<file path="config.mk">
export PLATFORM = sky130hd
export DESIGN_NAME = sadc_port_top
export DESIGN_NICKNAME = d
export VERILOG_FILES = /design/src/rtl/sadc_pkg.sv /design/src/rtl/sadc_sync.sv /design/src/rtl/sadc_ctrl.sv /design/src/rtl/sadc_dpath.sv /design/src/rtl/sadc_port_top.sv
export SDC_FILE = /design/constraint.sdc
export NUM_CORES = 1
export LEC_CHECK = 0
export BUFFER_PORTS_ARGS = -buffer_cell sky130_fd_sc_hd__buf_2
export CORE_ASPECT_RATIO = 0.8
export CORE_MARGIN = 2
export CORE_UTILIZATION = 53
export CTS_CLUSTER_SIZE = 24
export DETAILED_ROUTE_END_ITERATION = 7
export MAX_ROUTING_LAYER = met4
export PLACE_DENSITY = 0.76
export SETUP_SLACK_MARGIN = 0.02
export SLEW_MARGIN = 25
export SYNTH_ARGS = -nofsm -noshare
export SYNTH_HDL_FRONTEND = slang
export SYNTH_HIERARCHICAL = 1
export SYNTH_SLANG_ARGS = --single-unit
export TNS_END_PERCENT = 10
</file>
<file path="constraint.sdc">
create_clock -name clk -period 2 [get_ports clk]
set_input_delay 0.4 -clock clk [delete_from_list [all_inputs] [get_ports clk]]
set_output_delay 0.4 -clock clk [all_outputs]
set_load 0.02 [all_outputs]
</file>
<file path="src/rtl/sadc_pkg.sv">
package sadc_pkg;

  // Strobes from the control FSM to the datapath
  typedef struct packed {
    logic shiftBit;  // synchronized serial address bit
    logic shiftIn;   // take shiftBit into the address register
    logic advance;   // move the output shifter one bit
    logic reload;    // copy the held result into the output shifter
    logic capture;   // conversion done: store convData
  } dpStrobe_t;

  typedef enum logic [1:0] {
    ST_WAIT = 2'd0,
    ST_XFER = 2'd1,
    ST_CONV = 2'd2
  } ctrlState_t;

endpackage

</file>
<file path="src/rtl/sadc_sync.sv">
module sadc_sync #(
  parameter int W = 3,
  parameter logic [W-1:0] RST_VAL = '0
) (
  input  logic         clk,
  input  logic         rstN,
  input  logic [W-1:0] asyncIn,
  output logic [W-1:0] syncOut
);

  logic [W-1:0] stage1;

  always_ff @(posedge clk or negedge rstN) begin
    if (!rstN) begin
      stage1  <= RST_VAL;
      syncOut <= RST_VAL;
    end else begin
      stage1  <= asyncIn;
      syncOut <= stage1;
    end
  end

endmodule

</file>
<file path="src/rtl/sadc_ctrl.sv">
module sadc_ctrl
  import sadc_pkg::*;
#(
  parameter int DATA_W   = 12,
  parameter int ADDR_W   = 4,
  parameter int DEB_CYC  = 4,
  parameter int IDLE_CYC = 6,
  parameter int CONV_CYC = 120,
  parameter logic [ADDR_W-1:0] PD_CODE = ADDR_W'(14)
) (
  input  logic              clk,
  input  logic              rstN,
  input  logic              ioS,
  input  logic              csS,
  input  logic              dinS,
  input  logic [ADDR_W-1:0] addrWord,
  output dpStrobe_t         strb,
  output logic              eocOut,
  output logic              pwrDown,
  output logic              convStart
);

  localparam int RC_W = $clog2(ADDR_W + 1);
  localparam int FC_W = $clog2(DATA_W + 1);
  localparam int DB_W = $clog2(DEB_CYC + 1);
  localparam int ID_W = $clog2(IDLE_CYC + 1);
  localparam int CV_W = $clog2(CONV_CYC + 1);

  ctrlState_t      state;
  logic            ioDly;
  logic            riseEv, fallEv;
  logic            armed;        // 1: interface frozen, waiting for debounced low
  logic [DB_W-1:0] debCnt;
  logic            debHit, resetEv;
  logic [RC_W-1:0] riseCnt;
  logic [FC_W-1:0] fallCnt;
  logic [ID_W-1:0] idleCnt;
  logic [CV_W-1:0] convCnt;
  logic            xferOk, lastFall, doCap;

  always_comb begin
    riseEv   = ioS & ~ioDly;
    fallEv   = ~ioS & ioDly;
    debHit   = (csS ^ armed) && (debCnt == DB_W'(DEB_CYC - 1));
    resetEv  = debHit & armed;
    xferOk   = (state == ST_XFER) & ~armed;
    lastFall = (fallCnt == FC_W'(DATA_W - 1));
    doCap    = (state == ST_CONV) && (convCnt == CV_W'(CONV_CYC - 1)) && !resetEv;

    strb          = '0;
    strb.shiftBit = dinS;
    strb.shiftIn  = xferOk & riseEv & (riseCnt < RC_W'(ADDR_W));
    strb.advance  = xferOk & fallEv & ~lastFall;
    strb.reload   = csS | (xferOk & fallEv & lastFall);
    strb.capture  = doCap;
  end

  // chip-select debounce: one counter, direction chosen by the armed flag
  always_ff @(posedge clk or negedge rstN) begin
    if (!rstN) begin
      armed  <= 1'b1;
      debCnt <= '0;
      ioDly  <= 1'b0;
    end else begin
      ioDly <= ioS;
      if (csS ^ armed) begin
        if (debHit) begin
          debCnt <= '0;
          armed  <= ~armed;
        end else begin
          debCnt <= debCnt + 1'b1;
        end
      end else begin
        debCnt <= '0;
      end
    end
  end

  always_ff @(posedge clk or negedge rstN) begin
    if (!rstN) begin
      state     <= ST_WAIT;
      riseCnt   <= '0;
      fallCnt   <= '0;
      idleCnt   <= '0;
      convCnt   <= '0;
      eocOut    <= 1'b1;
      pwrDown   <= 1'b1;
      convStart <= 1'b0;
    end else begin
      convStart <= 1'b0;
      if (resetEv) begin
        state   <= ST_WAIT;
        riseCnt <= '0;
        fallCnt <= '0;
        idleCnt <= '0;
        convCnt <= '0;
        eocOut  <= 1'b1;
      end else begin
        case (state)
          ST_WAIT: begin
            if (armed || ioS) begin
              idleCnt <= '0;
            end else if (idleCnt == ID_W'(IDLE_CYC - 1)) begin
              idleCnt <= '0;
              state   <= ST_XFER;
            end else begin
              idleCnt <= idleCnt + 1'b1;
            end
          end
          ST_XFER: begin
            if (!armed) begin
              if (strb.shiftIn) riseCnt <= riseCnt + 1'b1;
              if (fallEv) begin
                if (fallCnt == FC_W'(ADDR_W - 1) && addrWord == PD_CODE)
                  pwrDown <= 1'b1;
                if (lastFall) begin
                  fallCnt <= '0;
                  riseCnt <= '0;
                  if (addrWord != PD_CODE) begin
                    pwrDown   <= 1'b0;
                    convStart <= 1'b1;
                    eocOut    <= 1'b0;
                    convCnt   <= '0;
                    state     <= ST_CONV;
                  end
                end else begin
                  fallCnt <= fallCnt + 1'b1;
                end
              end
            end
          end
          ST_CONV: begin
            if (doCap) begin
              eocOut <= 1'b1;
              state  <= ST_XFER;
            end else begin
              convCnt <= convCnt + 1'b1;
            end
          end
          default: state <= ST_WAIT;
        endcase
      end
    end
  end

endmodule

</file>
<file path="src/rtl/sadc_dpath.sv">
module sadc_dpath
  import sadc_pkg::*;
#(
  parameter int DATA_W = 12,
  parameter int ADDR_W = 4
) (
  input  logic              clk,
  input  logic              rstN,
  input  dpStrobe_t         strb,
  input  logic [DATA_W-1:0] convData,
  input  logic              eocIn,
  input  logic              csNIn,
  output logic [ADDR_W-1:0] addrWord,
  output logic              sdo,
  output logic              sdoOe
);

  logic [DATA_W-1:0] bufReg;
  logic [DATA_W-1:0] outSh;

  always_ff @(posedge clk or negedge rstN) begin
    if (!rstN) begin
      bufReg   <= '0;
      outSh    <= '0;
      addrWord <= '0;
    end else begin
      if (strb.capture) begin
        bufReg <= convData;
        outSh  <= convData;
      end else if (strb.reload) begin
        outSh <= bufReg;
      end else if (strb.advance) begin
        outSh <= {outSh[DATA_W-2:0], 1'b0};
      end
      if (strb.shiftIn)
        addrWord <= {addrWord[ADDR_W-2:0], strb.shiftBit};
    end
  end

  // data forced low while a conversion runs; driver follows raw chip select
  assign sdo   = eocIn ? outSh[DATA_W-1] : 1'b0;
  assign sdoOe = ~csNIn;

endmodule

</file>
<file path="src/rtl/sadc_port_top.sv">
module sadc_port_top
  import sadc_pkg::*;
#(
  parameter int DATA_W   = 12,
  parameter int ADDR_W   = 4,
  parameter int DEB_CYC  = 4,
  parameter int IDLE_CYC = 6,
  parameter int CONV_CYC = 120
) (
  input  logic              clk,
  input  logic              rstN,
  input  logic              ioClkIn,
  input  logic              csNIn,
  input  logic              addrIn,
  input  logic [DATA_W-1:0] convData,
  output logic [ADDR_W-1:0] convChan,
  output logic              convStart,
  output logic              eocOut,
  output logic              pwrDown,
  output logic              sdo,
  output logic              sdoOe
);

  logic [2:0]  syncQ;
  dpStrobe_t   dpStrb;
  logic        capPulse;

  sadc_sync #(.W(3), .RST_VAL(3'b010)) i_sync (
    .clk    (clk),
    .rstN   (rstN),
    .asyncIn({addrIn, csNIn, ioClkIn}),
    .syncOut(syncQ)
  );

  sadc_ctrl #(
    .DATA_W(DATA_W), .ADDR_W(ADDR_W), .DEB_CYC(DEB_CYC),
    .IDLE_CYC(IDLE_CYC), .CONV_CYC(CONV_CYC)
  ) i_ctrl (
    .clk      (clk),
    .rstN     (rstN),
    .ioS      (syncQ[0]),
    .csS      (syncQ[1]),
    .dinS     (syncQ[2]),
    .addrWord (convChan),
    .strb     (dpStrb),
    .eocOut   (eocOut),
    .pwrDown  (pwrDown),
    .convStart(convStart)
  );

  sadc_dpath #(.DATA_W(DATA_W), .ADDR_W(ADDR_W)) i_dpath (
    .clk     (clk),
    .rstN    (rstN),
    .strb    (dpStrb),
    .convData(convData),
    .eocIn   (eocOut),
    .csNIn   (csNIn),
    .addrWord(convChan),
    .sdo     (sdo),
    .sdoOe   (sdoOe)
  );

  assign capPulse = dpStrb.capture;

endmodule

</file>
==> results.md <==
* Status: completed
* Most frequent cells in the layout: 56 x dfrtp_1, 32 x nor2_1, 25 x buf_2
* Antenna violations before repair at 0
* Worst Tran Pin Value at 482 ps
* Post-DP HPWL at 3930 um
* Unrepaired setup endpoints after global routing: false
* Tot Pwr at 0.00318 W
* Crit end category: register
* Crit path DAT at 2190 ps
* Port bufs at 25
* Clock Tree Buf Depth at 2
* Max-Cap Viols at 0
* Yosys top cell by area: dfrtp_1
* Clock Latency Late Sink at 340 ps
* Part of the power in registers at 0.455
* Layout cell share with drive strength beyond 1 at 0.245
* Gpl congestion at 0.837
* Reg clk slew, reported paths at 70 ps
* Number of diodes at 0
* Sw frac at 0.264
* Warnings from Yosys at 6
* Clock buffer count from CTS at 9
* Req. time, crit path at 2270 ps
* Initial Utilization at 0.558
* Die extent in x at 85.6 um
* Final Skew at 5.45 ps
* Total grt overflow at 0
* Routed WL per cell at 15.0 um
* DRT Wirelength at 5830 um
* CTS H-tree lvls at 3
* Core footprint at 5060 um2
* Post-synth EDFFs at 0
* Peak VDD IR at 0.000604 V
* Hold crit path type: in -> async
* Root Driver: clkbuf_8
* Ys flop type: dfrtp_1
* Ports at 26
* Post-synth top area share at 0.496
* Yosys cell types at 51
* Vias in the first global route at 2070
* Fillers at 376
* Die ar. at 5930 um2
* Ys async rst share at 1.00
* Commonest non-fill, non-tap cell in the layout: dfrtp_1
* Fin nets at 342
* Total track usage at 0.220
* Register bit total from synthesis at 61
* Final hold violation count at 0
* Die Y-Extent at 69.3 um
* PD cells at 933 nW/um2
* Leak at 1.51 nW
* Comb pwr share at 0.157
* Vias/cell at 5.65
* Setup Crit Path Kind: reg -> reg
* CTS tree: built
* Hold WS at 13.6 ps
* Global-route wire length before repair at 9780 um
* Post-Syn Area at 2820 um2
* Synthesized instance count at 276
* Final period utilization at 0.958
* Pre-CTS WS at 57.8 ps
* DRT iter0 DRCs at 149
* Clock power share at 0.388
* Switching pwr at 0.000841 W
* Post-synthesis sequential area ratio at 0.543
* Critical Path Start Type: register
* CP Max Fanout at 12
* Post-route antenna net violation count at 0
* Max transition margin at 0.676
* Avg Inst Size Synth at 10.2 um2
* Post-synthesis net count at 297
* Max-slew violations at 0
* DRT Pass-1 Iters at 4
* Minimum clock period at 1920 ps
* Area of the multi-input gates at 1190 um2
* Final worst setup slack at 83.2 ps
* Pint at 0.00234 W
* Sum Neg Setup Slack at 0 ps
* Setup violations, final at 0
* Row count at 23
* Sequential cell area at 1530 um2
* Hold buffer count at cts at 0
* Fmax at 522 MHz
* Synth top area cells: dfrtp_1 50%, dfstp_2 4.7%, nor2_1 4.7%, a221o_1 3.5%, a21oi_1 3.2%
* Area grow syn2layout at 20.8%
* Largest net degree at the start of global routing at 29
* Post-route DRC violation count at 0
* Sinks on Clock Net at 61
* Via total after detailed routing at 2191
## flip-flops by register name, indices dropped and copies added (netlist names)
name              cells
i_ctrl/convStart      1
i_ctrl/state          2
i_sync/stage1         3
i_ctrl/fallCnt        4
i_ctrl/armed          1
i_ctrl/convCnt        7
i_dpath/addrWord      4
i_ctrl/debCnt         3
i_sync/syncOut        3
i_ctrl/ioDly          1
i_ctrl/idleCnt        3
i_ctrl/eocOut         1
i_ctrl/riseCnt        3
i_ctrl/pwrDown        1
i_dpath/outSh        12
i_dpath/bufReg       12
## layer usage
layer  wire length (um)  track usage  up-vias  part of all wire
li1                   -            -     1075                 -
met1               2770        0.307     1057              0.47
met2               2690        0.300       54              0.46
met3                307       0.0774        5             0.053
met4                 65       0.0723        0             0.011
met5                  0            -        -                 0
## power by group through the flow
stage / clock network, W / registers, W / logic [W]
finish: 0.00124 / 0.00145 / 0.000501
CTS: 0.00126 / 0.00145 / 0.000486
floorplan: 0 / 0.00146 / 0.000329
detailed placement: 0 / 0.00147 / 0.000483
global route: 0.00132 / 0.00147 / 0.000564
global placement: 0 / 0.00146 / 0.000468
## worst paths after layout
check	start	to	slack, ps	cells after the start
setup / recovery	i_ctrl/fallCnt[0]	i_dpath/outSh[10]	80	8
hold / removal	rstN	i_dpath/addrWord[3]	10	1
setup reg to reg	i_ctrl/fallCnt[0]	i_dpath/outSh[10]	80	8
hold reg to reg	i_sync/stage1[0]	i_sync/syncOut[0]	350	0
max in group asynchronous	rstN	i_sync/syncOut[1]	1350	2
min in group clk	addrIn	i_sync/stage1[2]	160	1
## kinds of logic (layout without fill, tap and decap cells)
family	Yosys count	in the layout	share of synthesized area
flip-flops	61	61	0.543
multiplexers	7	7	0.0275
buffers and inverters	30	79	0.0541
AND/OR/NAND/NOR	100	101	0.187
adder cells (fa/ha/maj)	4	4	0.0177
XOR/XNOR	3	3	0.00931
AO/OA/AOI/OAI	71	71	0.162
## stage by stage
stage                     utilization  cells  area (um2)
after floorplan                     -    276        2840
after global placement          0.614    367        3110
after detailed placement        0.614    367        3110
after CTS                       0.659    383        3340
after global routing            0.674    388        3410
final                           0.674    388        3410
## worst max-delay path: stages (launching register included)
cell and delay, ps:
dfrtp_1 410, ha_2 210, nand3b_1 160, nor2_4 40, a21o_1 210, buf_4 150
clkbuf_16 160, a221o_1 350, a21oi_1 150
## Yosys cell counts, drive strengths merged (2+ instances only)
| cell | n |
|---|---|
| clkbuf | 5 |
| nor3 | 5 |
| inv | 8 |
| nor2b | 5 |
| mux2 | 6 |
| a211o | 3 |
| o21ai | 25 |
| nand4 | 2 |
| o22ai | 4 |
| nand4b | 3 |
| clkinv | 9 |
| ha | 4 |
| nand3 | 5 |
| nor4 | 2 |
| nor2 | 36 |
| dfstp | 5 |
| nor3b | 3 |
| dfrtp | 56 |
| a22o | 3 |
| buf | 8 |
| xnor2 | 3 |
| nand2 | 23 |
| and4b | 2 |
| and3 | 4 |
| a221o | 10 |
| a21oi | 18 |
## cell type report
type,count,share of cell area
timing repair buffer,46,0.0953
clock inverter,3,0.0198
inverter,17,0.0187
sequential,61,0.449
multi-input combinational,186,0.348
clock buffer,13,0.0466
tap,62,0.0227
## repair_timing
action                                  4_1_cts  5_1_grt
gates resized for setup                       0        6
endpoints found under the setup margin        0       12
hold endpoints to repair                      0        0
setup buffers                                 0        3
Power figures use the tool's default switching activity.
